$ cat config.mk
export PLATFORM = sky130hd
export DESIGN_NAME = rfr_ctrl
export DESIGN_NICKNAME = d
export VERILOG_FILES = /design/src/rtl/rfr_pkg.sv /design/src/rtl/rfr_prescaler.sv /design/src/rtl/rfr_timer.sv /design/src/rtl/rfr_regs.sv /design/src/rtl/rfr_seq.sv /design/src/rtl/rfr_ctrl.sv
export SDC_FILE = /design/constraint.sdc
export NUM_CORES = 1
export LEC_CHECK = 0
export BUFFER_PORTS_ARGS = -buffer_cell sky130_fd_sc_hd__buf_2
export CAP_MARGIN = 0
export CORE_UTILIZATION = 40
export CTS_CLUSTER_DIAMETER = 40
export DETAILED_ROUTE_END_ITERATION = 8
export GPL_TIMING_DRIVEN = 0
export SLEW_MARGIN = 5
export SYNTH_ARGS = -nofsm -noshare
export SYNTH_HDL_FRONTEND = slang
export SYNTH_SLANG_ARGS = --single-unit
$ cat constraint.sdc
create_clock -name clk_i -period 2.4 [get_ports clk_i]
set_clock_uncertainty 0.05 [all_clocks]
set_input_delay 0.24 -clock clk_i [delete_from_list [all_inputs] [get_ports clk_i]]
set_output_delay 0.24 -clock clk_i [all_outputs]
set_load 0.02 [all_outputs]
$ cat src/rtl/rfr_pkg.sv
`timescale 1ns/1ps
package rfr_pkg;
  typedef enum logic [1:0] {
    ADDR_CTRL = 2'd0,
    ADDR_CNT  = 2'd1,
    ADDR_CMP  = 2'd2,
    ADDR_NONE = 2'd3
  } rfr_addr_e;

  localparam int unsigned CTRL_MODE_BIT = 1;
  localparam int unsigned CTRL_EN_BIT   = 2;
  localparam int unsigned CTRL_FLAG_BIT = 3;

  typedef enum logic [1:0] {
    SQ_IDLE  = 2'd0,
    SQ_ABREF = 2'd1,
    SQ_SELF  = 2'd2
  } sq_state_e;
endpackage

$ cat src/rtl/rfr_prescaler.sv
`timescale 1ns/1ps
module rfr_prescaler #(
  parameter int unsigned DIV = 4
) (
  input  logic clk_i,
  input  logic rst_ni,
  output logic tick_o
);
  localparam int unsigned PW = (DIV > 1) ? $clog2(DIV) : 1;

  generate
    if (DIV <= 1) begin : g_nodiv
      assign tick_o = 1'b1;
    end else begin : g_div
      logic [PW-1:0] psc_q;
      assign tick_o = (psc_q == PW'(DIV - 1));
      always_ff @(posedge clk_i or negedge rst_ni) begin
        if (!rst_ni)     psc_q <= '0;
        else if (tick_o) psc_q <= '0;
        else             psc_q <= psc_q + PW'(1);
      end
    end
  endgenerate
endmodule

$ cat src/rtl/rfr_timer.sv
`timescale 1ns/1ps
module rfr_timer #(
  parameter int unsigned CNT_W = 8
) (
  input  logic             clk_i,
  input  logic             rst_ni,
  input  logic             tick_i,
  input  logic [CNT_W-1:0] cmp_i,
  input  logic             wr_i,
  input  logic [CNT_W-1:0] wdata_i,
  output logic [CNT_W-1:0] cnt_o,
  output logic             match_o
);
  logic [CNT_W-1:0] cnt_q;

  // a software load wins over a tick
  assign match_o = tick_i && !wr_i && (cnt_q == cmp_i);
  assign cnt_o   = cnt_q;

  always_ff @(posedge clk_i or negedge rst_ni) begin
    if (!rst_ni)      cnt_q <= '0;
    else if (wr_i)    cnt_q <= wdata_i;
    else if (match_o) cnt_q <= '0;
    else if (tick_i)  cnt_q <= cnt_q + CNT_W'(1);
  end

  AST_CNT_HOLD: assert property (@(posedge clk_i) disable iff (!rst_ni)
    (!wr_i && !tick_i) |=> $stable(cnt_q));
  AST_CNT_CLEAR: assert property (@(posedge clk_i) disable iff (!rst_ni)
    match_o |=> (cnt_q == '0));
endmodule

$ cat src/rtl/rfr_regs.sv
`timescale 1ns/1ps
module rfr_regs
  import rfr_pkg::*;
#(
  parameter int unsigned CNT_W = 8
) (
  input  logic             clk_i,
  input  logic             rst_ni,
  input  logic             wr_i,
  input  logic [1:0]       addr_i,
  input  logic [CNT_W-1:0] wdata_i,
  input  logic [CNT_W-1:0] cnt_i,
  input  logic             match_i,
  output logic [CNT_W-1:0] rdata_o,
  output logic [CNT_W-1:0] cmp_o,
  output logic             cnt_wr_o,
  output logic             en_o,
  output logic             mode_o,
  output logic             flag_o
);
  logic             en_q, mode_q, flag_q;
  logic [CNT_W-1:0] cmp_q;
  logic             wr_ctrl, wr_cmp;

  assign wr_ctrl  = wr_i && (addr_i == ADDR_CTRL);
  assign wr_cmp   = wr_i && (addr_i == ADDR_CMP);
  assign cnt_wr_o = wr_i && (addr_i == ADDR_CNT);

  always_ff @(posedge clk_i or negedge rst_ni) begin
    if (!rst_ni) begin
      en_q   <= 1'b0;
      mode_q <= 1'b0;
      cmp_q  <= '1;
    end else begin
      if (wr_ctrl) begin
        en_q   <= wdata_i[CTRL_EN_BIT];
        mode_q <= wdata_i[CTRL_MODE_BIT];
      end
      if (wr_cmp) cmp_q <= wdata_i;
    end
  end

  // set has priority; software can only clear
  always_ff @(posedge clk_i or negedge rst_ni) begin
    if (!rst_ni)      flag_q <= 1'b0;
    else if (match_i) flag_q <= 1'b1;
    else if (wr_ctrl) flag_q <= flag_q & wdata_i[CTRL_FLAG_BIT];
  end

  always_comb begin
    rdata_o = '0;
    unique case (addr_i)
      ADDR_CTRL: begin
        rdata_o[CTRL_FLAG_BIT] = flag_q;
        rdata_o[CTRL_EN_BIT]   = en_q;
        rdata_o[CTRL_MODE_BIT] = mode_q;
      end
      ADDR_CNT: rdata_o = cnt_i;
      ADDR_CMP: rdata_o = cmp_q;
      default:  rdata_o = '0;
    endcase
  end

  assign cmp_o  = cmp_q;
  assign en_o   = en_q;
  assign mode_o = mode_q;
  assign flag_o = flag_q;

  AST_FLAG_SET: assert property (@(posedge clk_i) disable iff (!rst_ni)
    match_i |=> flag_q);
  AST_FLAG_STICKY: assert property (@(posedge clk_i) disable iff (!rst_ni)
    (flag_q && !wr_ctrl) |=> flag_q);
endmodule

$ cat src/rtl/rfr_seq.sv
`timescale 1ns/1ps
module rfr_seq
  import rfr_pkg::*;
(
  input  logic clk_i,
  input  logic rst_ni,
  input  logic en_i,
  input  logic mode_i,
  input  logic match_i,
  input  logic bus_busy_i,
  output logic bus_abort_o,
  output logic ref_req_o,
  output logic sr_enter_o,
  output logic sr_exit_o,
  output logic self_refresh_o
);
  sq_state_e state_q;
  logic      abort_q, ref_q, ent_q, ext_q;
  logic      want_self;

  assign want_self = en_i && mode_i;

  always_ff @(posedge clk_i or negedge rst_ni) begin
    if (!rst_ni) begin
      state_q <= SQ_IDLE;
      abort_q <= 1'b0;
      ref_q   <= 1'b0;
      ent_q   <= 1'b0;
      ext_q   <= 1'b0;
    end else begin
      abort_q <= 1'b0;
      ref_q   <= 1'b0;
      ent_q   <= 1'b0;
      ext_q   <= 1'b0;
      unique case (state_q)
        SQ_IDLE: begin
          if (want_self) begin
            // self-refresh lets the running bus cycle finish
            if (!bus_busy_i) begin
              ent_q   <= 1'b1;
              state_q <= SQ_SELF;
            end
          end else if (en_i && match_i) begin
            if (bus_busy_i) begin
              abort_q <= 1'b1;
              state_q <= SQ_ABREF;
            end else begin
              ref_q <= 1'b1;
            end
          end
        end
        SQ_ABREF: begin
          ref_q   <= 1'b1;
          state_q <= SQ_IDLE;
        end
        SQ_SELF: begin
          if (!want_self) begin
            ext_q   <= 1'b1;
            state_q <= SQ_IDLE;
          end
        end
        default: state_q <= SQ_IDLE;
      endcase
    end
  end

  assign bus_abort_o    = abort_q;
  assign ref_req_o      = ref_q;
  assign sr_enter_o     = ent_q;
  assign sr_exit_o      = ext_q;
  assign self_refresh_o = (state_q == SQ_SELF);

  AST_OFF_QUIET: assert property (@(posedge clk_i) disable iff (!rst_ni)
    (!en_i && state_q == SQ_IDLE) |=> (!ref_q && !abort_q && !ent_q));
  AST_ABORT_PULSE: assert property (@(posedge clk_i) disable iff (!rst_ni)
    abort_q |=> !abort_q);
  AST_REF_AFTER_ABORT: assert property (@(posedge clk_i) disable iff (!rst_ni)
    abort_q |=> ref_q);
  AST_ENTER_BUS_IDLE: assert property (@(posedge clk_i) disable iff (!rst_ni)
    ent_q |-> !$past(bus_busy_i));
  AST_SELF_QUIET: assert property (@(posedge clk_i) disable iff (!rst_ni)
    self_refresh_o |-> (!ref_q && !abort_q));
  AST_EXIT_ONCE: assert property (@(posedge clk_i) disable iff (!rst_ni)
    ext_q |-> (!self_refresh_o && $past(self_refresh_o)));
endmodule

$ cat src/rtl/rfr_ctrl.sv
`timescale 1ns/1ps
module rfr_ctrl #(
  parameter int unsigned CNT_W     = 8,
  parameter int unsigned PRESC_DIV = 4
) (
  input  logic             clk_i,
  input  logic             rst_ni,
  input  logic             wr_en_i,
  input  logic [1:0]       addr_i,
  input  logic [CNT_W-1:0] wdata_i,
  output logic [CNT_W-1:0] rdata_o,
  input  logic             bus_busy_i,
  output logic             bus_abort_o,
  output logic             ref_req_o,
  output logic             sr_enter_o,
  output logic             sr_exit_o,
  output logic             self_refresh_o,
  output logic             tmr_flag_o
);
  logic             tick, match, cnt_wr, en, mode;
  logic [CNT_W-1:0] cnt, cmp;

  rfr_prescaler #(.DIV(PRESC_DIV)) i_presc (
    .clk_i  (clk_i),
    .rst_ni (rst_ni),
    .tick_o (tick)
  );

  rfr_timer #(.CNT_W(CNT_W)) i_timer (
    .clk_i   (clk_i),
    .rst_ni  (rst_ni),
    .tick_i  (tick),
    .cmp_i   (cmp),
    .wr_i    (cnt_wr),
    .wdata_i (wdata_i),
    .cnt_o   (cnt),
    .match_o (match)
  );

  rfr_regs #(.CNT_W(CNT_W)) i_regs (
    .clk_i    (clk_i),
    .rst_ni   (rst_ni),
    .wr_i     (wr_en_i),
    .addr_i   (addr_i),
    .wdata_i  (wdata_i),
    .cnt_i    (cnt),
    .match_i  (match),
    .rdata_o  (rdata_o),
    .cmp_o    (cmp),
    .cnt_wr_o (cnt_wr),
    .en_o     (en),
    .mode_o   (mode),
    .flag_o   (tmr_flag_o)
  );

  rfr_seq i_seq (
    .clk_i          (clk_i),
    .rst_ni         (rst_ni),
    .en_i           (en),
    .mode_i         (mode),
    .match_i        (match),
    .bus_busy_i     (bus_busy_i),
    .bus_abort_o    (bus_abort_o),
    .ref_req_o      (ref_req_o),
    .sr_enter_o     (sr_enter_o),
    .sr_exit_o      (sr_exit_o),
    .self_refresh_o (self_refresh_o)
  );

  initial begin
    AST_WIDTH_OK: assert (CNT_W >= 4);
  end
endmodule

; ---- After elaboration in Yosys (flattened, before gate mapping)
; Index checks and enable logic that the tools add are counted.
[classes]
n_addsub = 2
eq_ne = 10
n_mux = 27
bitwise = 1
reduce_logical = 13
[ops]
columns = operator, n
row1 = $mux 8, 3
row2 = $mux 1, 13
row3 = $mux 2, 6
row4 = $pmux 3 s3, 1
row5 = $add 8x1->8 const B, 1
row6 = $eq 8x8->1, 1
row7 = $pmux 4 s2, 1
row8 = $logic_and 1x1->1, 7
row9 = $eq 2x2->1 const B, 3
row10 = $eq 2x1->1 const B, 2
row11 = $logic_not 2->1, 2
row12 = $pmux 1 s2, 2
row13 = $pmux 2 s2, 1
row14 = $reduce_and 4->1, 1
row15 = $ne 3x1->1 const B, 1
row16 = $ne 3x2->1 const B, 1
row17 = $ne 3x3->1 const B, 1
row18 = $reduce_bool 3->1, 1
row19 = $add 2x1->2 const B, 1
row20 = $ne 2x2->1 const B, 1
row21 = $reduce_bool 2->1, 1
row22 = $and 1x1->1, 1
row23 = $logic_not 1->1, 1
[word_totals]
regBits = 27
inputBits = 14
output_inout_bits = 14
word_cells = 64

; ---- Longest topological paths before layout
[depth]
depth_word = 9
depth_mapped = 9
mapped_depth_nobuf = 6

; ---- Cells and area by module
; Synthesis repeated with hierarchy kept, for this count alone.
[hier_totals]
hier_cells = 145
area_unflattened_um2 = 1577.8
[by_module_without_submodules]
columns = mod, n_inst, cells_per_inst, area_each_um2, seq_area_each_um2
row1 = rfr_regs, 1, 50, 648.1, 285.3
row2 = rfr_timer, 1, 73, 639.4, 200.2
row3 = rfr_seq, 1, 18, 224.0, 150.1
row4 = rfr_prescaler, 1, 4, 66.3, 50.0

; ---- Least setup slack after synthesis
; No wires, ideal clock.
[synth_timing]
path_kind = reg2reg
start = reg i_regs.cmp_q[1], in the netlist i_regs.cmp_o[1]
end = reg i_seq.ref_q, in the netlist i_seq.ref_req_o
setup_time_ns = 0.103
arrival_time_ns = 1.399
required_ns = 2.247
setup_slack_ns = 0.847
path_stages_with_launch = 5
path_buffers = 0
synth_period_minus_slack_ns = 1.553
path_cell_list = dfstp_2 > xnor2_1 > nand4_1 > or3_1 > o41ai_2
[synth_via]
elab_chain_len = 6
[synth_rtl]
columns = item, line
row1 = start: declaration, rfr_regs.sv:22  ; logic [CNT_W-1:0] cmp_q;
row2 = start signal: assignment, rfr_regs.sv:39  ; if (wr_cmp) cmp_q <= wdata_i;
row3 = $eq 8x8->1, rfr_timer.sv:17  ; assign match_o = tick_i && !wr_i && (cnt_q == cmp_i);
row4 = $logic_and 1x1->1, rfr_timer.sv:17
row5 = $logic_and 1x1->1, rfr_seq.sv:43  ; end else if (en_i && match_i) begin
row6 = $mux 1, rfr_seq.sv:43
row7 = $mux 1, rfr_seq.sv:37  ; if (want_self) begin
row8 = $pmux 1 s2, rfr_seq.sv:35  ; unique case (state_q)
row9 = end signal: assignment, rfr_seq.sv:32  ; ref_q <= 1'b0;
row10 = end signal: assignment, rfr_seq.sv:48  ; ref_q <= 1'b1;
row11 = end signal: assignment, rfr_seq.sv:53  ; ref_q <= 1'b1;
row12 = end: declaration, rfr_seq.sv:18  ; logic abort_q, ref_q, ent_q, ext_q;
; Every way passes these cells.
; A chain may end at the register's enable or synchronous reset.

; ---- Worst setup path after layout
[layout_timing]
start = reg i_regs.cmp_q[5], in the netlist i_regs.cmp_o[5]
end = reg i_seq.abort_q, in the netlist i_seq.bus_abort_o
[layout_via]
elab_chain_len = 6
[layout_rtl]
columns = item, line
row1 = $eq 8x8->1, rfr_timer.sv:17
row2 = $logic_and 1x1->1, rfr_timer.sv:17
row3 = $logic_and 1x1->1, rfr_seq.sv:43
row4 = $mux 1, rfr_seq.sv:43
row5 = $mux 1, rfr_seq.sv:37
row6 = $mux 1, rfr_seq.sv:35
row7 = end signal: assignment, rfr_seq.sv:26  ; abort_q <= 1'b0;
row8 = end signal: assignment, rfr_seq.sv:31  ; abort_q <= 1'b0;
row9 = end signal: assignment, rfr_seq.sv:45  ; abort_q <= 1'b1;
row10 = end: declaration, rfr_seq.sv:18
; Every way passes these cells.

==> out/metrics.csv <==
metric,value,unit
fin_crit,1.71,ns
dpl.cell_count,230,
grt_setup_unrepaired,no,
crit_type,register to register,
via_per_inst,5.53,
nets,208,
ios,28,
worstPathArrival,1.84,ns
crit_path_start_kind,register,
gp_congestion,0.782,
cts_tree,done,
ff_latch_area,686,um^2
fin_crit_sh,0.712,
grt_pass1_vias,1308,
fp.dieW,64.9,um
antenna_found_initial,0,
n_antenna_cell,0,
cts_sinks,27,
pre_cts_slack,0.594,ns
status,completed,
clk_latency,0.27,ns
fin_cells,235,
cts_root_buf,clkbuf_8,
num_rows,22,
die_area,4210,um^2
cts_max_path_buffers,2,
ys.flop_type,dfrtp_1,
hp-class,input pin to register,
gr-usage-all-layers,0.179,
grt_pass1_wl,5.87,mm
grt_overflow_total,0,
finalHoldViolations,0,
wl,3.46,mm
core,3720,um^2
synth-seq-cells,27,
final.fill_count,365,
wl_per_cell,14.7,um
numPortBuffers,27,
clk_pin_slew,0.09,ns
fmax,585,MHz
worst_setup_path_end_kind,register,
cp_data_required_time,2.53,ns
relSlewSlack,0.600,
power_density,818,nW/um^2
dr.pass1.iters,4,
synth_cell_types,35,
crit_fanout,10,
cts_max_level,1,
start_util,0.425,
syn_area_per_cell,10.2,um^2
cpPeakStageDelay,0.57,ns
synth_nets,175,
cts_buffers,3,
remaining_drc_errors,0,
critical_path.cell_chain,xnor2_1 -> nand4_1 -> buf_2 -> or2_4 -> nor4_1,
crit_buf_inv,1,
setup_viol,0,
seq_area_frac_synth,0.434,
max_slew.worst_pin.slew,0.600,ns
hold_slack,0.118,ns
timing.final.ws_setup,0.691,ns
drtAntennaViolNets,0,
drv_slew,0,
dp_hpwl,2.60,mm
yosys_warnings,0,
grt_max_degree,28,
p_leak,0.807,nW
initialDrtViolationCount,53,
cts.repair.resized,0,
area_growth,16.1,%
syn_inst,155,
layout_commonest_cell,buf_2,
vias,1299,
multiInputGateArea,841,um^2
drive_gt1_frac,0.305,
maxCapViolCount,0,
cpLargestDelayFamily,simple AND/OR/NAND/NOR gates,
peakVddDrop,0.436,mV
mappedNetlistArea,1580,um^2
tns,0,ns
synth_edf_count,0,
most-common-layout-cells,"buf_2 (31), dfrtp_1 (19), nand2_1 (14)",
die_y,64.9,um
slowest_stage,dfstp_2,
synthArstFlopShare,1.00,
==> registers in the layout, summed over array words and instances (netlist names) <==
register	cells
i_seq.ref_req_o	1
i_regs.flag_o	1
i_regs.cmp_o	8
i_seq.sr_exit_o	1
i_presc.g_div.psc_q	2
i_seq.bus_abort_o	1
i_timer.cnt_o	8
i_regs.en_o	1
i_regs.mode_o	1
i_seq.state_q	2
i_seq.sr_enter_o	1
==> layer usage <==
metal  vias up  GRT usage  part of all wire  wire [um]
li1        633          -                 -          -
met4         0     0.0444            0.0084         29
met1       629      0.236              0.48       1670
met2        33      0.303              0.47       1640
met3         4     0.0264             0.034        116
met5         -          0                 0          0
==> cell usage after synthesis, drive strengths merged (2+ instances only) <==
cell type / instances / share of area
buf: 5 / 0.020
and3: 2 / 0.0079
mux2: 10 / 0.071
a222oi: 3 / 0.019
xnor2: 8 / 0.044
a22oi: 5 / 0.024
nor4: 5 / 0.020
a21oi: 6 / 0.019
nor3b: 8 / 0.038
nor2: 6 / 0.014
nand2: 14 / 0.033
dfstp: 8 / 0.13
o211a: 3 / 0.019
dfrtp: 19 / 0.30
and2: 2 / 0.0079
clkbuf: 3 / 0.0071
nand3: 3 / 0.0095
nand2b: 5 / 0.020
nand4: 2 / 0.0079
inv: 3 / 0.0071
o211ai: 2 / 0.0095
nor4b: 2 / 0.011
nor2b: 7 / 0.028
o22ai: 5 / 0.020
nor3: 2 / 0.0063
ha: 6 / 0.048
o21ai: 4 / 0.013
==> kinds of logic (layout without fill, tap and decap cells) <==
kind of cell / count (synthesis) / in the layout / share of synthesized area
simple gates: 61 / 61 / 0.220
compound gates: 32 / 32 / 0.149
xor+xnor: 8 / 8 / 0.0443
flops: 27 / 27 / 0.434
fa+ha+maj: 6 / 6 / 0.0475
mux: 10 / 10 / 0.0713
buf+inv: 11 / 43 / 0.0340
==> per-stage QoR <==
| stage | area, um^2 | util | power (mW) |
|---|---|---|---|
| floorplan | 1580 | - | 1.09 |
| global placement | 1780 | 0.478 | 1.22 |
| detailed placement | 1780 | 0.478 | 1.24 |
| CTS | 1830 | 0.494 | 1.51 |
| global route | 1830 | 0.494 | 1.61 |
| finish | 1830 | 0.494 | 1.50 |
==> power breakdown <==
| part | switching, mW | internal [mW] | total [mW] |
|---|---|---|---|
| Sequential | 0.136 | 0.564 | 0.699 |
| Combinational | 0.269 | 0.268 | 0.537 |
| Clock | 0.147 | 0.118 | 0.265 |
==> final cells by class <==
| class | count | share of cell area |
|---|---|---|
| Buffer | 8 | 0.0232 |
| Clock inverter | 1 | 0.00409 |
| Sequential cell | 27 | 0.374 |
| Clock buffer | 3 | 0.0225 |
| Tap cell | 48 | 0.0327 |
| Multi-Input combinational cell | 117 | 0.458 |
| Inverter | 3 | 0.00614 |
| Timing Repair Buffer | 28 | 0.0791 |
==> worst paths after layout <==
check / to / start / cells after the start / slack (ns)
setup / recovery: i_seq.bus_abort_o / i_regs.cmp_o[5] / 5 / 0.69
hold / removal: i_seq.sr_enter_o / bus_busy_i / 2 / 0.12
setup reg to reg: i_seq.bus_abort_o / i_regs.cmp_o[5] / 5 / 0.69
max in group asynchronous: i_seq.state_q[0] / rst_ni / 2 / 1.46
hold reg to reg: i_presc.g_div.psc_q[0] / i_presc.g_div.psc_q[0] / 1 / 0.38
min in group asynchronous: i_seq.sr_enter_o / rst_ni / 2 / 0.45
==> what timing repair did <==
item | 4_1_cts | 5_1_grt
hold buffers | 1 | 0
buffers inserted | 0 | 0
hold endpoints to repair | 19 | 0
Note: power is estimated with default switching activity, not from simulation.
